**config.mk**
```make
export PLATFORM = sky130hd
export DESIGN_NAME = pburst_sram
export DESIGN_NICKNAME = d
export VERILOG_FILES = /design/src/rtl/pbsram_pkg.sv /design/src/rtl/pbsram_burst_ctr.sv /design/src/rtl/pbsram_lane_dec.sv /design/src/rtl/pbsram_array.sv /design/src/rtl/pbsram_drive.sv /design/src/rtl/pburst_sram.sv
export SDC_FILE = /design/constraint.sdc
export NUM_CORES = 2
export LEC_CHECK = 0
export ABC_AREA = 1
export BUFFER_PORTS_ARGS = -buffer_cell sky130_fd_sc_hd__buf_2
export CAP_MARGIN = 25
export CORE_ASPECT_RATIO = 1.1
export CORE_UTILIZATION = 30
export CTS_CLUSTER_SIZE = 28
export DETAILED_ROUTE_END_ITERATION = 8
export GPL_TIMING_DRIVEN = 0
export PLACE_DENSITY_LB_ADDON = 0.05
export SYNTH_ARGS = -nofsm -noshare
export SYNTH_HDL_FRONTEND = slang
export SYNTH_HIERARCHICAL = 1
export SYNTH_SLANG_ARGS = --single-unit
export TNS_END_PERCENT = 10
```
**constraint.sdc**
```tcl
create_clock -name clk -period 2 [get_ports clk]
set_input_delay 0.5 -clock clk [delete_from_list [all_inputs] [get_ports clk]]
set_output_delay 0.5 -clock clk [all_outputs]
set_load 0.01 [all_outputs]
```
**src/rtl/pbsram_pkg.sv**
```systemverilog
package pbsram_pkg;

  typedef enum logic [1:0] {
    OP_NONE  = 2'd0,
    OP_READ  = 2'd1,
    OP_WRITE = 2'd2
  } op_e;

  // low address bits of burst step "step" from seed "seed"
  function automatic logic [1:0] burst_low(input logic [1:0] seed,
                                           input logic [1:0] step,
                                           input logic       ilv);
    return ilv ? (seed ^ step) : (seed + step);
  endfunction

endpackage

```
**src/rtl/pbsram_burst_ctr.sv**
```systemverilog
module pbsram_burst_ctr #(
  parameter int ADDR_W = 6
) (
  input  logic              clk,
  input  logic              rst_n,
  input  logic              start,
  input  logic              cont,
  input  logic              ilv,
  input  logic [ADDR_W-1:0] addr_in,
  output logic [ADDR_W-1:0] ea
);
  import pbsram_pkg::*;

  localparam int BLK_W = ADDR_W - 2;

  logic [BLK_W-1:0] base_q, base_d;
  logic [1:0]       seed_q, seed_d;
  logic [1:0]       step_q, step_d, step_n;
  logic             ld_en;

  always_comb begin
    step_n = step_q + 2'd1;
    base_d = base_q;
    seed_d = seed_q;
    step_d = step_q;
    if (start) begin
      base_d = addr_in[ADDR_W-1:2];
      seed_d = addr_in[1:0];
      step_d = 2'd0;
    end else if (cont) begin
      step_d = step_n;
    end
    ld_en = start | cont;
    ea    = start ? addr_in : {base_q, burst_low(seed_q, step_n, ilv)};
  end

  always_ff @(posedge clk or negedge rst_n) begin
    if (!rst_n) begin
      base_q <= '0;
      seed_q <= '0;
      step_q <= '0;
    end else if (ld_en) begin
      base_q <= base_d;
      seed_q <= seed_d;
      step_q <= step_d;
    end
  end

  AST_STEP_ONE: assert property (@(posedge clk) disable iff (!rst_n)
    cont |=> (step_q == $past(step_q) + 2'd1));
  AST_BLOCK_HELD: assert property (@(posedge clk) disable iff (!rst_n)
    cont |=> $stable(base_q));
  AST_START_ZERO: assert property (@(posedge clk) disable iff (!rst_n)
    start |=> (step_q == 2'd0));

endmodule

```
**src/rtl/pbsram_lane_dec.sv**
```systemverilog
module pbsram_lane_dec #(
  parameter int LANES = 4
) (
  input  logic             bw_en,
  input  logic [LANES-1:0] lane_we,
  input  logic             wr_all,
  output logic [LANES-1:0] mask
);

  for (genvar g = 0; g < LANES; g++) begin : g_lane
    assign mask[g] = wr_all | (bw_en & lane_we[g]);
  end

endmodule

```
**src/rtl/pbsram_array.sv**
```systemverilog
module pbsram_array #(
  parameter int ADDR_W = 6,
  parameter int LANES  = 4,
  parameter int LANE_W = 9
) (
  input  logic                    clk,
  input  logic                    rst_n,
  input  logic [LANES-1:0]        we,
  input  logic                    re,
  input  logic [ADDR_W-1:0]       addr,
  input  logic [LANES*LANE_W-1:0] wdata,
  output logic [LANES*LANE_W-1:0] q
);

  localparam int DEPTH = 1 << ADDR_W;

  for (genvar g = 0; g < LANES; g++) begin : g_lane
    logic [LANE_W-1:0] mem [DEPTH];
    logic [LANE_W-1:0] q_l;

    always_ff @(posedge clk) begin
      if (we[g]) mem[addr] <= wdata[g*LANE_W +: LANE_W];
    end

    always_ff @(posedge clk or negedge rst_n) begin
      if (!rst_n)  q_l <= '0;
      else if (re) q_l <= mem[addr];
    end

    assign q[g*LANE_W +: LANE_W] = q_l;
  end

  AST_ONE_PORT: assert property (@(posedge clk) disable iff (!rst_n)
    !(re && (|we)));

endmodule

```
**src/rtl/pbsram_drive.sv**
```systemverilog
module pbsram_drive (
  input  logic clk,
  input  logic rst_n,
  input  logic rd_go,
  input  logic wr_go,
  input  logic desel,
  input  logic sleep,
  input  logic oe,
  output logic drive
);

  logic live_q, live_d;
  logic idle_q, idle_d;

  always_comb begin
    live_d = live_q;
    idle_d = idle_q;
    if (sleep) begin
      live_d = live_q;
      idle_d = idle_q;
    end else if (rd_go) begin
      live_d = 1'b1;
      idle_d = 1'b0;
    end else if (wr_go) begin
      live_d = 1'b0;
      idle_d = 1'b0;
    end else if (desel) begin
      if (idle_q) live_d = 1'b0;
      idle_d = 1'b1;
    end else begin
      idle_d = 1'b0;
    end
  end

  always_ff @(posedge clk or negedge rst_n) begin
    if (!rst_n) begin
      live_q <= 1'b0;
      idle_q <= 1'b0;
    end else begin
      live_q <= live_d;
      idle_q <= idle_d;
    end
  end

  assign drive = oe & live_q & ~sleep;

  AST_READ_ON: assert property (@(posedge clk) disable iff (!rst_n)
    (rd_go && !sleep) |=> live_q);
  AST_WRITE_OFF: assert property (@(posedge clk) disable iff (!rst_n)
    (wr_go && !sleep) |=> !live_q);
  AST_DESEL_TWICE: assert property (@(posedge clk) disable iff (!rst_n)
    (desel && !sleep && $past(desel && !sleep)) |=> !live_q);
  AST_SLEEP_FREEZE: assert property (@(posedge clk) disable iff (!rst_n)
    sleep |=> $stable(live_q));

endmodule

```
**src/rtl/pburst_sram.sv**
```systemverilog
module pburst_sram #(
  parameter int ADDR_W = 6,
  parameter int LANES  = 4,
  parameter int LANE_W = 9
) (
  input  logic                    clk,
  input  logic                    rst_n,
  input  logic                    sel,
  input  logic                    strb_proc,
  input  logic                    strb_ctrl,
  input  logic                    adv,
  input  logic                    order_ilv,
  input  logic                    bw_en,
  input  logic [LANES-1:0]        lane_we,
  input  logic                    wr_all,
  input  logic [ADDR_W-1:0]       addr,
  input  logic [LANES*LANE_W-1:0] wdata,
  input  logic                    oe,
  input  logic                    sleep,
  output logic [LANES*LANE_W-1:0] rdata,
  output logic                    rdrive
);
  import pbsram_pkg::*;

  localparam int DATA_W = LANES * LANE_W;

  // reset: asynchronous assert, synchronous release
  logic [1:0] rsync_q;
  logic       rst_int_n;

  always_ff @(posedge clk or negedge rst_n) begin
    if (!rst_n) rsync_q <= 2'b00;
    else        rsync_q <= {rsync_q[0], 1'b1};
  end
  assign rst_int_n = rsync_q[1];

  // input register stage
  logic             r_sel, r_sp, r_sc, r_adv, r_ilv, r_bwe, r_all, r_sleep;
  logic [LANES-1:0] r_lane;
  logic [ADDR_W-1:0] r_addr;
  logic [DATA_W-1:0] r_wdata;

  always_ff @(posedge clk or negedge rst_int_n) begin
    if (!rst_int_n) begin
      r_sel   <= 1'b0;
      r_sp    <= 1'b0;
      r_sc    <= 1'b0;
      r_adv   <= 1'b0;
      r_ilv   <= 1'b0;
      r_bwe   <= 1'b0;
      r_all   <= 1'b0;
      r_sleep <= 1'b0;
      r_lane  <= '0;
    end else begin
      r_sel   <= sel;
      r_sp    <= strb_proc;
      r_sc    <= strb_ctrl;
      r_adv   <= adv;
      r_ilv   <= order_ilv;
      r_bwe   <= bw_en;
      r_all   <= wr_all;
      r_sleep <= sleep;
      r_lane  <= lane_we;
    end
  end

  always_ff @(posedge clk) begin
    r_addr  <= addr;
    r_wdata <= wdata;
  end

  // request decode
  logic             go_start, go_cont;
  logic [LANES-1:0] lane_mask, we_mask;
  logic [ADDR_W-1:0] eff_addr;
  op_e              op;
  logic             rd_go, wr_go;

  pbsram_lane_dec #(.LANES(LANES)) u_lane (
    .bw_en   (r_bwe),
    .lane_we (r_lane),
    .wr_all  (r_all),
    .mask    (lane_mask)
  );

  always_comb begin
    go_start = r_sel & (r_sp | r_sc) & ~r_sleep;
    go_cont  = r_sel & ~r_sp & ~r_sc & r_adv & ~r_sleep;
    op       = OP_NONE;
    if (go_start | go_cont) begin
      op = (~r_sp & (|lane_mask)) ? OP_WRITE : OP_READ;
    end
    rd_go   = (op == OP_READ);
    wr_go   = (op == OP_WRITE);
    we_mask = wr_go ? lane_mask : '0;
  end

  pbsram_burst_ctr #(.ADDR_W(ADDR_W)) u_burst (
    .clk     (clk),
    .rst_n   (rst_int_n),
    .start   (go_start),
    .cont    (go_cont),
    .ilv     (r_ilv),
    .addr_in (r_addr),
    .ea      (eff_addr)
  );

  pbsram_array #(.ADDR_W(ADDR_W), .LANES(LANES), .LANE_W(LANE_W)) u_array (
    .clk   (clk),
    .rst_n (rst_int_n),
    .we    (we_mask),
    .re    (rd_go),
    .addr  (eff_addr),
    .wdata (r_wdata),
    .q     (rdata)
  );

  pbsram_drive u_drive (
    .clk   (clk),
    .rst_n (rst_int_n),
    .rd_go (rd_go),
    .wr_go (wr_go),
    .desel (~r_sel),
    .sleep (r_sleep),
    .oe    (oe),
    .drive (rdrive)
  );

  AST_SLEEP_Q_HOLD: assert property (@(posedge clk) disable iff (!rst_int_n)
    r_sleep |=> $stable(rdata));

endmodule

```
==> results.cfg <==
[timing]
hold_viol_final = 0
finalSetupViolCount = 2351
hold_ws_ps = 212.0
slew_violations = 0
worst_slew_pin_slew_ps = 1039
fin_crit_sh_pct = 164.1
fin_skew_ps = 47.10
maxSlewHeadroom_pct = 30.74
rsz0062_at_grt = yes
fin_ws_ps = -1282
fmax_mhz = 304.7
period_needed_ps = 3282

[cells_and_area]
area_growth_syn_to_layout_pct = 26.10
multi_input_area_sq_um = 29810
nFillCells = 33280
fin_nets = 10980
layout-drive-gt1-share_pct = 17.57
seqCellArea_sq_um = 71660
postLayoutCellArea_sq_um = 127300

[worst_setup_path]
cp-start-kind = flop
cpPeakStageDelay_ps = 380
worst-path-max-fanout = 10
cp.required_ps = 2830
reg2reg_depth = 20
critPathKind = flop to flop
worst-path-buf-inv = 8
worstSetupEndpointType = flop
r2r_end = u_array/g_lane[2].q_l[7]
cp_cell_sequence = inv_1 > nand2_2 > nor2_4 > buf_6 > inv_8 > nand2_1 > nand2_4 > inv_8 > buf_16 > buf_4 > buf_4 > nand2_1 > nand3_1 > nand2_1 > o21ai_1 > nand2_1 > nor2_1 > nand3_1 > nand2_1 > inv_1
slowest_stage = dfrtp_1
crit_family = buffers and inverters
rrSetupSlack_ps = -1280
r2r_start = r_sleep
crit_top_cell = nand2_1
worstPathArrival_ps = 4110

[grt]
grt_pass1_vias = 72380
grt_first_pass_wirelength_um = 596400
grt_max_degree = 65
antenna_found_initial = 42
overflow = 0
track_usage_pct = 25.61

[synth]
syn_inst = 10070
synth_edf_count = 2304
synthMostInstantiatedCell = nand2_1
synth_seq_area_share_pct = 70.84
yosysUniqueCellTypes = 32
ys.flop_type = edfxtp_1
netlist_area_sq_um = 101000
synthArstFlopShare_pct = 2.494
yosys_warnings = 6
synthTopCellsByArea = edfxtp_1, nand2_1, dfrtp_1
synth_top_area_share_pct = 68.52
syn-num-nets = 10120
synth_largest_area_cell = edfxtp_1
synth_area_per_cell_sq_um = 10.03
ys_top_cells_by_count = nand2_1, edfxtp_1, nor2_1, buf_2, clkbuf_1
ys_ff_latch = 2406

[floorplanning]
die_h_um = 610.5
start_util_pct = 30.13
die_w_um = 555.1
core_area_sq_um = 335100
dieArea_sq_um = 338900
rows = 223
io_pins = 94

[route]
dr.pass1.iters = 5
avgViaCountPerCell = 4.767
wire_per_inst_um = 28.27
antenna_left = 0
drt-initial-drc-count = 7436
finalWirelength_um = 442500
drc = 0
dr_total_vias = 74630

[cts]
ctsRootBufferMaster = clkbuf_16
cts_buffer_depth = 4
cts_made_buffers = 289
clk_latency_ps = 930
clock-sinks = 2406
clk_pin_slew_worst_paths_ps = 60
cts_tree = yes
htree_levels = 5

[outcome]
status = complete, but fails checks
violations = negative setup slack

[placement]
dp_hpwl_um = 316300
dpl_cell_area_sq_um = 110200
io_buffers = 93
place_congestion = 0.9346
dp_slack_ps = -3744

[power_and_ir_drop]
peakVddDrop_mv = 0.5860
powerDensity_nw_per_um2 = 1098
p_leak_nw = 52.27

[worst_hold_path]
hold_class = flop to asynchronous set/reset pin

[flow_run]
maxCapViolCount = 0
sequential cells by signal, indices dropped and copies added, names as in the netlist, 2 cells and up:
name	count
r_addr	6
r_lane	4
r_wdata	36
rsync_q	2
u_array/g_lane.mem	2304
u_array/g_lane.q_l	36
u_burst/base_q	4
u_burst/seed_q	2
u_burst/step_q	2
through the flow:
stage	utilization [%]	std cells	setup TNS [ps]	power [mW]
global route	37.99	15640	-2566370	145.0
floorplan	-	10070	-1528990	72.05
global placement	32.09	14660	-	86.39
finish	37.99	15650	-2391460	139.8
detailed placement	32.88	14830	-6616970	86.52
CTS	37.61	15610	-2382560	140.1
layout by cell type, fill, tap and decap left out, types with 14 or more instances in the layout:
cell type,count
nand2_1,6369
edfxtp_1,2304
clkbuf_16,303
nor2_4,242
buf_4,236
buf_2,174
buf_6,145
buf_12,130
clkbuf_2,115
clkbuf_1,106
nand2_2,100
inv_1,94
nor2_1,70
clkbuf_4,69
clkinv_1,62
nand2_4,61
dfrtp_1,59
dlygate4sd3_1,56
clkinv_2,52
buf_16,44
nor2_2,44
buf_8,41
or2_2,37
dfxtp_4,33
nand3_1,24
clkbuf_8,21
inv_2,16
nand3_4,16
diode_2,14
cell type report:
type | count | share of cell area, %
well taps | 4500 | 4.422
multi-input cells | 7029 | 23.41
inverters | 118 | 0.3882
repair buffers | 563 | 5.430
diodes | 14 | 0.02752
flip-flops and latches | 2406 | 56.28
clock inverters | 142 | 0.8107
plain buffers | 510 | 3.113
clock buffers | 372 | 6.114
kinds of logic (layout without fill, tap and decap cells):
group / count (synthesis) / in the layout / share of synthesized area, %
and+or+nand+nor: 6997 / 6997 / 26.26
AOI/OAI and AO/OA: 29 / 29 / 0.1660
adders and majority gates: 1 / 1 / 0.01239
DFF: 2406 / 2406 / 70.84
other: 1 / 15 / 0.003714
xor gates and xnor gates: 1 / 1 / 0.008676
buffers and inverters: 631 / 1705 / 2.711
worst max path at each step:
stage            start                            to  depth (start not counted)  slack [ps]
6_report       r_sleep      u_array/g_lane[2].q_l[7]                         20       -1280
5_1_grt           r_sp  u_array/g_lane[2].mem[24][3]                         13       -1330
4_1_cts        r_sleep      u_array/g_lane[1].q_l[4]                         23       -1240
3_5_place_dp   r_sleep   u_array/g_lane[2].mem[5][7]                         14       -3740
3_3_place_gp   r_sleep   u_array/g_lane[2].mem[6][7]                         12       -6080
2_1_floorplan  r_sleep  u_array/g_lane[0].mem[62][0]                         12        -740
layer usage:
layer,up-vias,track usage [%],part of all wire (%)
met5,-,0,0
met4,0,10.34,4.8
met3,652,2.938,5.6
met2,2438,42.18,47
met1,37340,34.29,43
li1,34200,-,-
repair_timing:
action | CTS | global route
gates resized for setup | 1111 | 286
gates cloned | 7 | 4
pin swaps | 132 | 35
buffers inserted | 200 | 28
endpoints found under the hold margin | 56 | 0
setup endpoints to repair | 2354 | 2351
hold buffers | 56 | 0
where the power goes:
| part | internal, mW | switching (mW) | leakage, nW | total, mW |
|---|---|---|---|---|
| logic | 8.92 | 23.9 | 26.2 | 32.8 |
| clock network | 29.0 | 21.6 | 4.34 | 50.5 |
| registers | 55.6 | 0.807 | 21.8 | 56.4 |
Power figures use the tool's default switching activity.
